<file path="src/rtl/spi_cmd_master.sv">
module spi_cmd_master #(
  parameter int CLK_DIV   = 2,
  parameter int GAP_TICKS = 4,
  parameter int MAXB      = 4,
  localparam int CW = $clog2(MAXB + 1),
  localparam int IW = $clog2(2 * MAXB + 3),
  localparam int GW = $clog2(GAP_TICKS + 1),
  localparam int HW = (CLK_DIV > 1) ? $clog2(CLK_DIV) : 1
) (
  input  logic              clk,
  input  logic              rst_n,
  input  logic              mclk_tick,
  input  logic              req_valid,
  output logic              req_ready,
  input  logic [1:0]        req_kind,
  input  logic [4:0]        req_addr,
  input  logic [7:0]        req_op,
  input  logic [7:0]        req_arg,
  input  logic              req_has_arg,
  input  logic [CW-1:0]     req_wr_n,
  input  logic [8*MAXB-1:0] req_wr_data,
  input  logic [CW-1:0]     req_rd_n,
  input  logic              req_no_gap,
  output logic              done,
  output logic [8*MAXB-1:0] rd_data,
  output logic              spi_cs_n,
  output logic              spi_sclk,
  output logic              spi_mosi,
  input  logic              spi_miso
);

  typedef enum logic [2:0] {S_IDLE, S_LO, S_HI, S_GAP, S_TAIL, S_CSH} st_t;

  st_t              st;
  logic [HW-1:0]    hcnt;
  logic [2:0]       bcnt;
  logic [GW-1:0]    gcnt;
  logic [IW-1:0]    idx, last_q, rds_q, nidx, pidx, nbytes;
  logic [7:0]       op_q, arg_q, sh, op_in, arg_in, nbyte;
  logic             has_q, nogap_q, has_in;
  logic [CW-1:0]    wrn_q, wr_in, rd_in;
  logic [8*MAXB-1:0] wr_q;
  logic [6:0]       rx;

  wire htick = (hcnt == '0);
  wire gdone = mclk_tick && (gcnt == GW'(GAP_TICKS));
  assign req_ready = (st == S_IDLE);

  always_comb begin
    op_in  = req_op;
    arg_in = req_arg;
    has_in = req_has_arg;
    wr_in  = req_wr_n;
    rd_in  = req_rd_n;
    case (req_kind)
      2'd1: begin
        op_in  = {3'b001, req_addr};
        arg_in = {3'b000, 5'(req_rd_n - CW'(1))};
        has_in = 1'b1;
        wr_in  = '0;
      end
      2'd2: begin
        op_in  = {3'b010, req_addr};
        arg_in = {3'b000, 5'(req_wr_n - CW'(1))};
        has_in = 1'b1;
        rd_in  = '0;
      end
      default: ;
    endcase
  end

  assign nbytes = IW'(1) + IW'(has_in) + IW'(wr_in) + IW'(rd_in);
  assign nidx   = idx + IW'(1);
  assign pidx   = nidx - IW'(1) - IW'(has_q);

  always_comb begin
    nbyte = 8'h00;
    if (has_q && nidx == IW'(1)) nbyte = arg_q;
    else if (pidx < IW'(wrn_q))  nbyte = wr_q[8*pidx +: 8];
  end

  always_ff @(posedge clk or negedge rst_n) begin
    if (!rst_n) begin
      st <= S_IDLE; hcnt <= '0; bcnt <= '0; gcnt <= '0;
      idx <= '0; last_q <= '0; rds_q <= '0;
      op_q <= '0; arg_q <= '0; has_q <= 1'b0; nogap_q <= 1'b0;
      wrn_q <= '0; wr_q <= '0; sh <= '0; rx <= '0;
      rd_data <= '0; done <= 1'b0;
      spi_cs_n <= 1'b1; spi_sclk <= 1'b0; spi_mosi <= 1'b0;
    end else begin
      done <= 1'b0;
      hcnt <= (htick || st == S_IDLE || st == S_GAP || st == S_TAIL)
              ? HW'(CLK_DIV - 1) : hcnt - HW'(1);
      case (st)
        S_IDLE: if (req_valid) begin
          op_q <= op_in; arg_q <= arg_in; has_q <= has_in;
          wrn_q <= wr_in; wr_q <= req_wr_data; nogap_q <= req_no_gap;
          last_q <= nbytes - IW'(1);
          rds_q  <= nbytes - IW'(rd_in);
          idx <= '0; bcnt <= 3'd7; sh <= op_in;
          rd_data <= '0; spi_cs_n <= 1'b0; st <= S_LO;
        end
        S_LO: if (htick) begin
          spi_sclk <= 1'b1;
          spi_mosi <= sh[7];
          sh <= {sh[6:0], 1'b0};
          st <= S_HI;
        end
        S_HI: if (htick) begin
          spi_sclk <= 1'b0;
          rx <= {rx[5:0], spi_miso};
          if (bcnt == 3'd0) begin
            if (idx >= rds_q) rd_data <= {rd_data[8*MAXB-9:0], rx, spi_miso};
            gcnt <= '0;
            if (idx == last_q) st <= S_TAIL;
            else begin
              idx <= nidx; sh <= nbyte; bcnt <= 3'd7;
              st <= nogap_q ? S_LO : S_GAP;
            end
          end else begin
            bcnt <= bcnt - 3'd1;
            st <= S_LO;
          end
        end
        S_GAP: if (mclk_tick) begin
          if (gdone) st <= S_LO;
          else gcnt <= gcnt + GW'(1);
        end
        S_TAIL: if (mclk_tick) begin
          if (gdone) begin
            spi_cs_n <= 1'b1; done <= 1'b1; bcnt <= 3'd1; st <= S_CSH;
          end else gcnt <= gcnt + GW'(1);
        end
        S_CSH: if (htick) begin
          if (bcnt == 3'd0) st <= S_IDLE;
          else bcnt <= bcnt - 3'd1;
        end
        default: st <= S_IDLE;
      endcase
    end
  end

  a_r1_sclk_needs_cs: assert property (@(posedge clk) disable iff (!rst_n)
    spi_sclk |-> !spi_cs_n);
  a_r4_mosi_on_rise: assert property (@(posedge clk) disable iff (!rst_n)
    !$stable(spi_mosi) |-> $rose(spi_sclk));
  a_r3_gap_quiet: assert property (@(posedge clk) disable iff (!rst_n)
    (st == S_GAP) |-> (!spi_sclk && !spi_cs_n));
  a_r2_release_after_tail: assert property (@(posedge clk) disable iff (!rst_n)
    $rose(spi_cs_n) |-> ($past(st) == S_TAIL && $past(gdone)));
  a_r11_done_at_release: assert property (@(posedge clk) disable iff (!rst_n)
    done |-> $rose(spi_cs_n));
  a_r9_ready_only_idle: assert property (@(posedge clk) disable iff (!rst_n)
    req_ready |-> (spi_cs_n && !spi_sclk));
  a_r10_cs_high_hold: assert property (@(posedge clk) disable iff (!rst_n)
    $rose(spi_cs_n) |=> spi_cs_n);

endmodule

</file>
<file path="config.mk">
export PLATFORM = sky130hd
export DESIGN_NAME = spi_cmd_master
export DESIGN_NICKNAME = d
export VERILOG_FILES = /design/src/rtl/spi_cmd_master.sv
export SDC_FILE = /design/constraint.sdc
export NUM_CORES = 1
export LEC_CHECK = 0
export BUFFER_PORTS_ARGS = -buffer_cell sky130_fd_sc_hd__buf_2
export CAP_MARGIN = 10
export CORE_AREA = 2 2 108 110
export DETAILED_ROUTE_END_ITERATION = 8
export DIE_AREA = 0 0 110 112
export GPL_ROUTABILITY_DRIVEN = 0
export PLACE_DENSITY = 0.8
export SETUP_SLACK_MARGIN = 0.05
export SYNTH_ARGS = -nofsm -noshare
export SYNTH_HDL_FRONTEND = slang
export SYNTH_SLANG_ARGS = --single-unit
</file>
<file path="constraint.sdc">
create_clock -name clk -period 3.8 [get_ports clk]
set_clock_uncertainty 0.05 [all_clocks]
set_input_delay 0.76 -clock clk [delete_from_list [all_inputs] [get_ports clk]]
set_output_delay 0.76 -clock clk [all_outputs]
set_load 0.02 [all_outputs]
</file>
* Word level (Yosys, flattened, before mapping)
Index checks and enable logic that the tools add are counted.
** Cells by class
- $add $sub $neg :: 13
- $mul :: 0
- Div/mod/pow operators :: 0
- Order comparisons :: 2
- Equality and inequality tests :: 26
- Shifts and indexed selects :: 1
- Multiplexer cells :: 57
- Bitwise gates (word level) :: 1
- Reduce and logical (&&, ||, !) cells :: 26
** Operator list (count)
- 32-bit 2-to-1 mux :: 4
- 32-bit one-hot mux with 2 select lines :: 1
- 3-bit 2-to-1 mux :: 21
- 8-bit 2-to-1 mux :: 7
- 8-bit one-hot mux with 2 select lines :: 2
- 32-bit by 8-bit indexed part select with 8-bit output :: 1
- 2-bit inequality test (second input constant) :: 14
- 8-bit one-hot mux with 3 select lines :: 1
- 3-bit one-hot mux with 6 select lines :: 1
- 4-bit 2-to-1 mux :: 4
- 5-bit AND reduction :: 3
- 3-bit one-hot mux with 4 select lines :: 1
- 1-bit 2-to-1 mux :: 10
- 3-bit equality test (second input constant) :: 3
- 9-bit AND reduction :: 1
- 4-bit one-hot mux with 2 select lines :: 1
- 8-bit AND reduction :: 1
- 2-bit nonzero test :: 4
- 3-bit by 1-bit subtractor with 4-bit output (second input constant) :: 2
- 4-bit by 1-bit subtractor with 4-bit output (second input constant) :: 2
- 3-bit by 2-bit equality test with 1-bit output (second input constant) :: 2
- 3-bit logical NOT :: 2
- 3-bit one-hot mux with 2 select lines :: 1
- 2-bit AND reduction :: 3
- other kinds (29) :: 34
** Word-level totals
- Bits in registers :: 118
- Bits in latches :: 0
- RAM bits :: 0
- ROM bits :: 0
- Input bits :: 68
- Output and inout port bits :: 37
- Word-level logic and storage cells :: 145
- Memories kept :: 0

* Logic depth before layout (Yosys ltp)
Gate-level depths: netlist (run 1).
- Word-level depth :: 10
- Gate-level depth with buffers :: 15
- Depth with buffers taken out :: 13

* Worst setup path before layout (run 1)
OpenSTA, ideal clock, no wires.
- Path type :: in2reg
- Start :: input port req_kind[0]
- End :: register rds_q[3]
- Library setup time :: 0.083 ns
- Arrival time :: 3.626 ns
- Required time :: 3.667 ns
- Setup slack :: 0.042 ns
- Stages on the path :: 15
- Path buffers :: 2
- Path through :: inv_1 > ha_1 > clkbuf_1 > clkbuf_1 > nor2b_1 > ha_1 > inv_1 > ha_1 > fa_1 > xor2_1 > ha_1 > a21oi_1 > o21ai_0 > xor2_1 > o21ai_0
** On the way
- Cells in the longest elaborated chain, start to end :: 7
- Elaborated cells between the ends (all ways) :: 10
- Those cells by class :: 4 x add/sub; 2 x eq/ne; 3 x mux; 1 x reduce/logical
** RTL lines
- start: declaration :: RTL line 15 : input logic [1:0] req_kind,
- 2-bit equality test / 2-bit by 1-bit equality test with 1-bit output (equally long branches) :: RTL line 55 : case (req_kind)
- 2-bit OR reduction (no line)
- 1-bit 2-to-1 mux :: RTL line 55
- 1-bit by 1-bit adder with 2-bit output :: RTL line 72 : assign nbytes = IW'(1) + IW'(has_in) + IW'(wr_in) + IW'(rd_in);
- 2-bit by 3-bit adder with 4-bit output :: RTL line 72
- 4-bit by 3-bit adder with 4-bit output :: RTL line 72
- 4-bit by 3-bit subtractor with 4-bit output * :: RTL line 99 : rds_q <= nbytes - IW'(rd_in);
- end signal: assignment :: RTL line 99
- end: declaration :: RTL line 38 : logic [IW-1:0] idx, last_q, rds_q, nidx, pidx, nbytes;
Every way passes the cells marked *; elsewhere a longest branch is shown, timed or not.
A chain may end at the register's enable or synchronous reset.

* Worst setup path in the final report (run 1)
- Start :: register idx[0]
- End :: register sh[6]
** On the way
- Cells in the longest elaborated chain, start to end :: 10
- Elaborated cells between the ends (all ways) :: 16
- Those cells by class :: 3 x add/sub; 1 x order compare; 3 x eq/ne; 1 x shift; 6 x mux; 2 x reduce/logical
** RTL lines
- start: declaration :: RTL line 38
- start signal: assignment :: RTL line 85 : idx <= '0; last_q <= '0; rds_q <= '0;
- start signal: assignment :: RTL line 100 : idx <= '0; bcnt <= 3'd7; sh <= op_in;
- start signal: assignment :: RTL line 117 : idx <= nidx; sh <= nbyte; bcnt <= 3'd7;
- 4-bit by 1-bit adder with 4-bit output :: RTL line 73 : assign nidx = idx + IW'(1);
- 4-bit by 1-bit subtractor with 4-bit output (2 in a row) :: RTL line 74 : assign pidx = nidx - IW'(1) - IW'(has_q);
- 32-bit by 8-bit indexed part select with 8-bit output / 4-bit by 3-bit less-than comparator with 1-bit output (equally long branches) :: RTL line 79 : else if (pidx < IW'(wrn_q)) nbyte = wr_q[8*pidx +: 8];
- 8-bit 2-to-1 mux :: RTL line 79
- 8-bit 2-to-1 mux :: RTL line 78 : if (has_q && nidx == IW'(1)) nbyte = arg_q;
- 8-bit 2-to-1 mux :: RTL line 115 : if (idx == last_q) st <= S_TAIL;
- 8-bit 2-to-1 mux :: RTL line 112 : if (bcnt == 3'd0) begin
- 8-bit 2-to-1 mux :: RTL line 109 : S_HI: if (htick) begin
- 8-bit one-hot mux with 3 select lines :: RTL line 94 : case (st)
- end signal: assignment :: RTL line 106 : sh <= {sh[6:0], 1'b0};
- end: declaration :: RTL line 39 : logic [7:0] op_q, arg_q, sh, op_in, arg_in, nbyte;
Several ways; a longest one is shown, not always the timed one. The select of a mux whose other input is x is not followed.

==> reports/results.ini, run 1 <==
[clock_network]
tritoncts=yes
cts_buffer_depth=2
cts_resized=0
cts_root_buffer=clkbuf_16
cts_buffers=17
clkTransAtPathRegs_ns=0.06
htree_levels=4
cts.hold.buffers_added=0
clock_sinks=118
clk_latency_ns=0.42
cts_setup_buffers=0

[layout]
fillers=864
layout.cells.most_common_list=142 x nand2_1, 117 x dfrtp_1, 103 x buf_2
drive_above_1_share_pct=23.8
final_common_cell=nand2_1
antennaDiodeCount=0
multi_input_area_sq_mm=0.00302
seqCellArea_sq_mm=0.00295
fin_nets=838
syn_to_final_growth_pct=19.9

[detailed_routing]
drt_pass1_iterations=7
via_per_inst=5.80
dr_wl_met2_mm=7.42
met3_length_um=776
drt-met1-wl_mm=6.33
num_vias=5187
drc_errors=0
postRouteAntennaNets=0
drt_iter0_drc=435
highest_layer=met4
routed_wl_mm=14.8
wl_per_cell_um=16.6

[power]
pwr-share-clk_pct=28.8
p_int_mw=3.51
power_frac_comb_pct=36.3
power_frac_seq_pct=34.9
power_density_mw_per_mm2=741
power.leakage_nw=3.73
power.switching_mw=2.04
switching_share_pct=36.8
irDropWorstVdd_v=0.000470

[critical_path]
worstPathArrival_ns=3.49
path_cells=inv_1 -> ha_1 -> inv_1 -> ha_1 -> buf_4 -> inv_1 -> ha_1 -> nand2_1 -> o21ai_0 -> nor3_1 -> buf_4 -> o21ai_0 -> a311oi_1
cpLargestDelayFamily=adder cells
crit_path_end_kind=register
cp_max_fo=10
worstSetupPathDepth=13
cp.required_ns=4.00
cpPeakStageDelay_ns=0.54
crit_path_top_delay_cell=dfrtp_1
r2r_cells=13
worstSetupStartpointType=register
criticalPathCategory=register to register
crit_buf_inv=5

[yosys]
syn_avg_cell_area_sq_um=9.80
ys_seq_area_share_pct=47.3
syn_inst=638
ys_types=58
synth_seq_cells=118
synth_nets=735
synth_edf_count=0
yosysWarnings=0
async_flop_share_pct=100
synthFlopType=dfrtp_1
synthesis.area_sq_mm=0.00625

[sta]
fmax_ghz=0.304
fin_ws_ns=0.515
hold_violations=0
tns_ns=0
setup_violations=0
worst_pin_slew_ns=1.02
rsz0062_at_grt=false
layout_min_cycle_time_ns=3.29
fin_crit_sh_pct=86.4
slew_viol_final=0
maxSlewHeadroom_pct=32.0

[global_routing]
globalRouteOverflowTotal=0
grt_pass1_wl_mm=24.5
track_usage_pct=25.7
grt_pass1_vias=5143
antenna_found_initial=0
grt_max_degree=80

[status]
status=completed

[floorplan]
ios=105
die_w_um=110
initial_core_util_pct=55.9
num_rows=39
die_h_um=112
fp.dieArea_sq_mm=0.0123
coreArea_sq_mm=0.0112

[placement]
port_buffers=104
post-place-ws_ns=0.208
hpwlAfterDp_mm=10.3

[job]
maxCapViolCount=0

[worst_hold_path]
hold_class=register to register
whs_path_depth=2

[synthesized netlist by cell type, types with 3 or more instances]
cell type	instances	share of area [%]
nand3_1	9	0.72
a311oi_1	8	1.1
nor3b_1	3	0.36
xor2_1	9	1.3
buf_4	4	0.48
a22o_1	32	4.5
nand2_1	142	8.5
a21oi_1	22	1.8
o31ai_1	4	0.48
ha_1	27	5.4
nor4_1	3	0.30
o21ai_0	39	3.1
dfrtp_1	117	47
buf_2	10	0.80
o2bb2ai_1	6	0.84
nor2_1	23	1.4
inv_1	34	2.0
mux2i_1	4	0.64
nand3b_1	4	0.48
mux4_2	8	2.9
a31oi_1	3	0.30
a22oi_1	5	0.60
xnor2_1	8	1.1
nor2b_1	15	1.5
nor3_1	19	1.5
mux2_2	11	2.0
clkbuf_1	19	1.1
nand2b_1	10	1.0
[registers in the layout (all words and copies together) (netlist names)]
signal,count
bcnt,3
spi_sclk,1
wr_q,32
rx,7
arg_q,8
done,1
has_q,1
gcnt,3
spi_cs_n,1
last_q,4
rd_data,32
wrn_q,3
hcnt,1
sh,8
idx,4
st,3
rds_q,4
nogap_q,1
spi_mosi,1
[path summary, 6_finish.rpt]
check / from / endpoint / slack [ns]
min in group asynchronous: rst_n / rd_data[30] / 0.45
hold reg to reg: wr_q[22] / wr_q[22] / 0.42
hold / removal: wr_q[22] / wr_q[22] / 0.42
max in group asynchronous: rst_n / spi_cs_n / 2.41
setup reg to reg: idx[0] / sh[6] / 0.51
setup / recovery: idx[0] / sh[6] / 0.51
[metal layers]
metal	track usage (%)	vias up
met4	10.3	0
li1	-	2444
met3	7.14	26
met1	33.3	2578
met5	0	-
met2	40.5	139
[final cells by class]
cell class,count,area share (%)
clock buffer,20,6.09
clock inverter,10,1.74
inverter,34,1.70
multi-input combinational,452,40.3
sequential,118,39.4
tap,143,2.39
timing repair buffer,118,8.38
[through the flow]
| stage | cell area (sq um) | utilization, % | power, mW | instances | hold WS [ns] |
|---|---|---|---|---|---|
| 2_1_floorplan | 6250 | - | 3.41 | 638 | 0.388 |
| 3_3_place_gp | 6910 | 61.8 | 3.82 | 865 | 0.403 |
| 3_5_place_dp | 6910 | 61.8 | 3.94 | 865 | 0.411 |
| 4_1_cts | 7500 | 67.1 | 5.57 | 895 | 0.424 |
| 5_1_grt | 7500 | 67.1 | 5.94 | 895 | 0.446 |
| 6_report | 7500 | 67.1 | 5.55 | 895 | 0.424 |
[tightest hold or removal path: stages (launching register included)]
cell,delay (ns)
dfrtp_1,0.34
nand2_1,0.05
nand2_1,0.06
[cells by family after synthesis]
| family | after synthesis | share of synthesized area [%] |
|---|---|---|
| XOR/XNOR | 17 | 2.38 |
| adder cells (fa/ha/maj) | 29 | 6.04 |
| AND/OR/NAND/NOR | 238 | 17.2 |
| AO/OA/AOI/OAI | 145 | 17.0 |
| buffers and inverters | 68 | 4.64 |
| multiplexers | 23 | 5.50 |
| flip-flops | 118 | 47.3 |
[power groups by stage]
stage          registers (mW)  clock network [mW]  logic [mW]
2_1_floorplan            1.83                   0        1.58
6_report                 1.94                1.60        2.01
4_1_cts                  1.93                1.62        2.02
3_5_place_dp             1.95                   0        1.99
5_1_grt                  1.98                1.68        2.27
3_3_place_gp             1.92                   0        1.91
(Power assumes the default switching activity.)
==> inputs of run 2 (changes only) <==
CELL_PAD_IN_SITES_DETAIL_PLACEMENT = 1   (was not set)
CELL_PAD_IN_SITES_GLOBAL_PLACEMENT = 2   (was not set)
CORE_AREA = 2 2 137 139   (was 2 2 108 110)
DIE_AREA = 0 0 139 141   (was 0 0 110 112)
PLACE_DENSITY = not set   (was 0.8)
PLACE_DENSITY_LB_ADDON = 0.1   (was not set)
==> run 2 against run 1 <==
Net effect: total power grew 1.4%; fmax is 5.1% higher; via count down 2.1%; count of clock-buffer cells in the layout rose by 1; final area is 2.0% higher; core utilization fell by 25 points; setup slack gained 0.16 ns; combinational power up 3%; clock power is essentially flat; global-route usage decreased by 7.6 points; die area up 59%.
==> reports/results.ini, run 2 (synthesis results as in run 1) <==
[detailed_routing]
postRouteAntennaNets=0  ; unchanged
drt_iter0_drc=257  ; -41%
num_vias=5076  ; -2.1%
routed_wl_mm=17.1  ; +15%
drt_pass1_iterations=4  ; -3
wl_per_cell_um=17.3  ; +4.2%
via_per_inst=5.13  ; -11%
drc_errors=0  ; unchanged

[critical_path]
cp-startpoint=req_kind[0]
crit_path_top_delay_cell=fa_1
cp.required_ns=4.09  ; +0.09 ns
criticalPathCategory=primary input to register
path_cells=buf_2 -> inv_1 -> ha_1 -> nand2b_1 -> ha_1 -> inv_1 -> ha_1 -> fa_1 -> xor2_1 -> ha_1 -> a21oi_1 -> o21ai_0 -> xor2_1 -> o21ai_0
worstSetupStartpointType=primary input
crit_path_end_kind=register
crit_top_cell=ha_1
crit_buf_inv=3  ; -2
worstSetupPathDepth=14  ; +1
r2r-start=idx[0]
worstPathArrival_ns=3.41  ; -0.08 ns
cpPeakStageDelay_ns=0.41  ; -0.13 ns
cpLargestDelayFamily=adder cells
cp_max_fo=8  ; -2
r2r_cells=11  ; -2

[layout]
final_common_cell=nand2_1
fillers=2116  ; +140%
top_regs=rd_data x32, wr_q x32
fin_area_sq_mm=0.00765  ; +2.0%
antennaDiodeCount=0  ; unchanged
drive_above_1_share_pct=24.2  ; +0.44 points
multi_input_area_sq_mm=0.00302  ; about the same
syn_to_final_growth_pct=22.3
layout.cells.most_common_list=141 x nand2_1, 117 x dfrtp_1, 103 x buf_2
layoutNonFillerInstCount=989  ; +11%
seqCellArea_sq_mm=0.00295  ; unchanged
fin_nets=840  ; +0.24%

[clock_network]
clkTransAtPathRegs_ns=0.06  ; about the same
cts_buffers=17  ; unchanged
cts_root_buffer=clkbuf_16
clock_sinks=118  ; unchanged
tritoncts=yes
cts_setup_buffers=0  ; unchanged
cts.hold.buffers_added=0  ; unchanged
htree_levels=4  ; unchanged
cts_resized=0  ; unchanged
cts_buffer_depth=2  ; unchanged
clk_latency_ns=0.42  ; about the same

[global_routing]
grt_pass1_vias=5366  ; +4.3%
track_usage_pct=18.1  ; -7.6 points
grt_max_degree=65  ; -19%
globalRouteOverflowTotal=0  ; unchanged
grt_pass1_wl_mm=28.3  ; +15%
antenna_found_initial=0  ; unchanged

[sta]
worst_pin_slew_ns=0.776  ; -0.245 ns
hold_violations=0  ; unchanged
setup_violations=0  ; unchanged
fin_crit_sh_pct=82.3  ; -4.2 points
fmax_ghz=0.320  ; +5.1%
tns_ns=0  ; unchanged
slew_viol_final=0  ; unchanged
maxSlewHeadroom_pct=48.3  ; +16 points
rsz0062_at_grt=false
layout_min_cycle_time_ns=3.13  ; -0.158 ns
hold_slack_ns=0.224  ; -0.200 ns

[status]
status=completed

[placement]
dpl_cell_area_sq_mm=0.00705  ; +2.1%
dp_cells=958  ; +11%
port_buffers=104  ; unchanged
hpwlAfterDp_mm=12.3  ; +19%

[floorplan]
ios=105  ; unchanged
die_h_um=141  ; +26%
initial_core_util_pct=34.2  ; -22 points
coreArea_sq_mm=0.0183  ; +63%
fp.dieArea_sq_mm=0.0196  ; +59%
num_rows=50  ; +28%
die_w_um=139  ; +26%

[power]
irDropWorstVdd_v=0.000312  ; -34%
power.leakage_nw=3.74  ; +0.26%
power_density_mw_per_mm2=736  ; -0.63%

[job]
maxCapViolCount=0  ; unchanged

[worst_hold_path]
hold_class=primary input to async pin

## run 2: cell types whose count changed in the layout (fill, tap and decap cells not counted)
cell        change
buf_12          +1
buf_4           +1
nand2_1         -1
bufinv_16       -1
clkinvlp_4      +1
nand2_2         +1
clkinv_2        -4
clkinv_4        +3
clkbuf_8        +1
inv_6           +1
## run 2: worst paths after layout
check / endpoint / slack (ns)
max in group asynchronous: arg_q[5] / 2.65
max: rds_q[3] / 0.67
min: rds_q[3] / 0.22
min in group clk: arg_q[5] / 0.42
min reg2reg: arg_q[5] / 0.42
max reg2reg: sh[4] / 0.73
## run 2: metal layers
metal,share of wire (%),GRT usage [%],vias up
met4,1.8,6.11,0
met2,49,31.0,88
met1,46,22.9,2520
met5,0,0,-
li1,-,-,2450
met3,3.1,3.84,18
## run 2: cell type report
| class | count | area share (%) |
|---|---|---|
| flip-flops and latches | 118 | 38.6 |
| repair buffers | 120 | 8.57 |
| inverters | 34 | 1.67 |
| clock inverters | 10 | 1.60 |
| clock buffers | 21 | 6.15 |
| multi-input cells | 452 | 39.5 |
| well taps | 234 | 3.83 |
## run 2: power by group
part	switching (mW)	internal, mW	leakage, nW
combinational	1.25	0.829	1.94
clock	0.598	1.02	0.282
sequential	0.292	1.65	1.52
total	2.14	3.49	3.74
## run 2: through the flow
stage	power (mW)	util [%]	worst slack (ns)
3_3_place_gp	3.98	38.6	0.335
6_report	5.63	41.9	0.673
4_1_cts	5.73	41.9	0.663
2_1_floorplan	3.41	-	0.108
3_5_place_dp	4.07	38.6	0.208
5_1_grt	6.08	41.9	0.416
==> inputs of run 3 (changes only) <==
clock period = 2.95 ns   (was 3.8 ns; I/O delays follow)
==> run 3 against run 2 <==
Net effect: critical path depth did not move; core utilization rose by 1.3 points; register-to-register slack got worse by 0.45 ns; die area did not move; largest cell class unchanged; total power rose by 31%; via count rose by 2.1%; highest routed layer unchanged; combinational power rose by 39%; sequential share of layout area fell by 1.1 points; hold slack got worse by 0.15 ns; count of clock-buffer cells in the layout fell by 2; sequential cell count did not move; setup slack got worse by 0.40 ns.
==> reports/results.ini, run 3 (synthesis results as in run 1) <==
[critical_path]
worstSetupStartpointType=primary input
r2r_cells=12  ; +1
worstPathArrival_ns=2.98  ; -0.43 ns
reg2reg_setup_slack_ns=0.28  ; -0.45 ns
cp_max_fo=4  ; -4
crit_path_end_kind=register
cp.required_ns=3.25  ; -0.84 ns
r2r-start=idx[0]
r2r-end=sh[0]
cp-startpoint=req_kind[0]
criticalPathCategory=primary input to register

[clock_network]
htree_levels=4  ; unchanged
cts.hold.buffers_added=0  ; unchanged
cts_buffers=17  ; unchanged
tritoncts=yes
cts_root_buffer=clkbuf_16
clk_latency_ns=0.42  ; about the same
clkTransAtPathRegs_ns=0.06  ; about the same
cts_buffer_depth=2  ; unchanged
clock_sinks=118  ; unchanged

[power]
p_int_mw=4.53  ; +30%
power.switching_mw=2.86  ; +34%
switching_share_pct=38.7  ; +0.78 points
finalPower_mw=7.39  ; +31%
power_frac_comb_pct=39.0  ; +2.1 points
power_frac_seq_pct=33.6  ; -0.8 points
power_density_mw_per_mm2=938  ; +27%
power.leakage_nw=3.86  ; +3.0%
irDropWorstVdd_v=0.000430  ; +38%
pwr-share-clk_pct=27.4  ; -1.3 points

[placement]
dpl_cell_area_sq_mm=0.00727  ; +3.1%
port_buffers=104  ; unchanged
dp_cells=979  ; +2.2%
hpwlAfterDp_mm=12.9  ; +5.1%

[floorplan]
num_rows=50  ; unchanged
coreArea_sq_mm=0.0183  ; unchanged
initial_core_util_pct=34.2  ; unchanged
die_w_um=139  ; unchanged
die_h_um=141  ; unchanged
ios=105  ; unchanged
fp.dieArea_sq_mm=0.0196  ; unchanged

[detailed_routing]
drc_errors=0  ; unchanged
routed_wl_mm=17.6  ; +3.3%
drt_pass1_iterations=4  ; unchanged
postRouteAntennaNets=0  ; unchanged
num_vias=5184  ; +2.1%
drt_iter0_drc=241  ; -6.2%
via_per_inst=5.12  ; -0.19%
wl_per_cell_um=17.4  ; +0.99%

[layout]
fillers=2107  ; -0.43%
fin_area_sq_mm=0.00788  ; +3.0%
layout.cells.most_common_list=141 x nand2_1, 116 x dfrtp_1, 103 x buf_2
layoutNonFillerInstCount=1012  ; +2.3%
antennaDiodeCount=0  ; unchanged
final_common_cell=nand2_1
drive_above_1_share_pct=28.3  ; +4.0 points
fin_nets=862  ; +2.6%
syn_to_final_growth_pct=26.0
top_regs=rd_data x32, wr_q x32

[job]
maxCapViolCount=0  ; unchanged

[sta]
worst_pin_slew_ns=0.671  ; -0.104 ns
hold_violations=0  ; unchanged
fin_crit_sh_pct=90.7
rsz0062_at_grt=false
layout_min_cycle_time_ns=2.68
setup_violations=0  ; unchanged
fmax_ghz=0.374
slew_viol_final=0  ; unchanged
maxSlewHeadroom_pct=55.1  ; +6.8 points

[status]
status=completed

[global_routing]
antenna_found_initial=0  ; unchanged
grt_max_degree=57  ; -12%
track_usage_pct=18.7  ; +0.59 points
globalRouteOverflowTotal=0  ; unchanged
grt_pass1_vias=5512  ; +2.7%
grt_pass1_wl_mm=29.3  ; +3.4%

[worst_hold_path]
hold_class=primary input to async pin

[run 3: per-stage QoR]
stage	utilization (%)	setup WS [ns]	hold slack, ns	TNS (ns)
after floorplan	-	-0.201	0.244	-0.429
after global placement	39.8	-0.111	0.404	-0.163
after detailed placement	39.8	-0.172	0.411	-0.328
after CTS	42.9	0.121	0.0907	0
after global routing	43.1	0.0326	0.101	0
final	43.1	0.274	0.0742	0
[run 3: worst max-delay path by stage]
stage          cells past startpoint  endpoint
2_1_floorplan                     14  rds_q[3]
3_3_place_gp                      14  rds_q[3]
3_5_place_dp                      14  rds_q[3]
4_1_cts                           12     sh[4]
5_1_grt                           12     sh[1]
6_report                          14  rds_q[3]
[run 3: layout make-up]
type / count / area [sq um] / share of cell area [%]
tap: 234 / 293 / 3.72
timing repair buffer: 142 / 837 / 10.6
sequential: 118 / 2960 / 37.5
clock inverter: 13 / 123 / 1.56
clock buffer: 19 / 453 / 5.75
inverter: 34 / 133 / 1.68
multi-input combinational: 452 / 3080 / 39.1
[run 3: worst max-delay path, cell delays in order]
cell and delay (ns):
buf_2 0.13, inv_6 0.03, ha_4 0.15, nand2b_1 0.16, ha_1 0.29, inv_1 0.04
ha_2 0.18, fa_2 0.37, xor2_2 0.16, ha_1 0.33, a21oi_1 0.15, o21ai_1 0.09
xor2_1 0.15, o21ai_1 0.13
[run 3: what timing repair did]
item,CTS,global route
setup endpoints to repair,0,8
gates resized for setup,0,6
setup buffers,0,1
[run 3: per-layer routing]
metal,routed length [um],global-route usage (%)
met1,8130,24.4
met2,8720,32.1
met3,565,3.09
met4,218,5.58
met5,0,0
[run 3: power by group through the flow]
stage	registers, mW	logic (mW)	clock network (mW)
floorplan	2.36	2.07	0
global placement	2.49	2.79	0
detailed placement	2.51	2.89	0
CTS	2.49	2.92	2.07
global route	2.55	3.26	2.15
finish	2.48	2.88	2.02
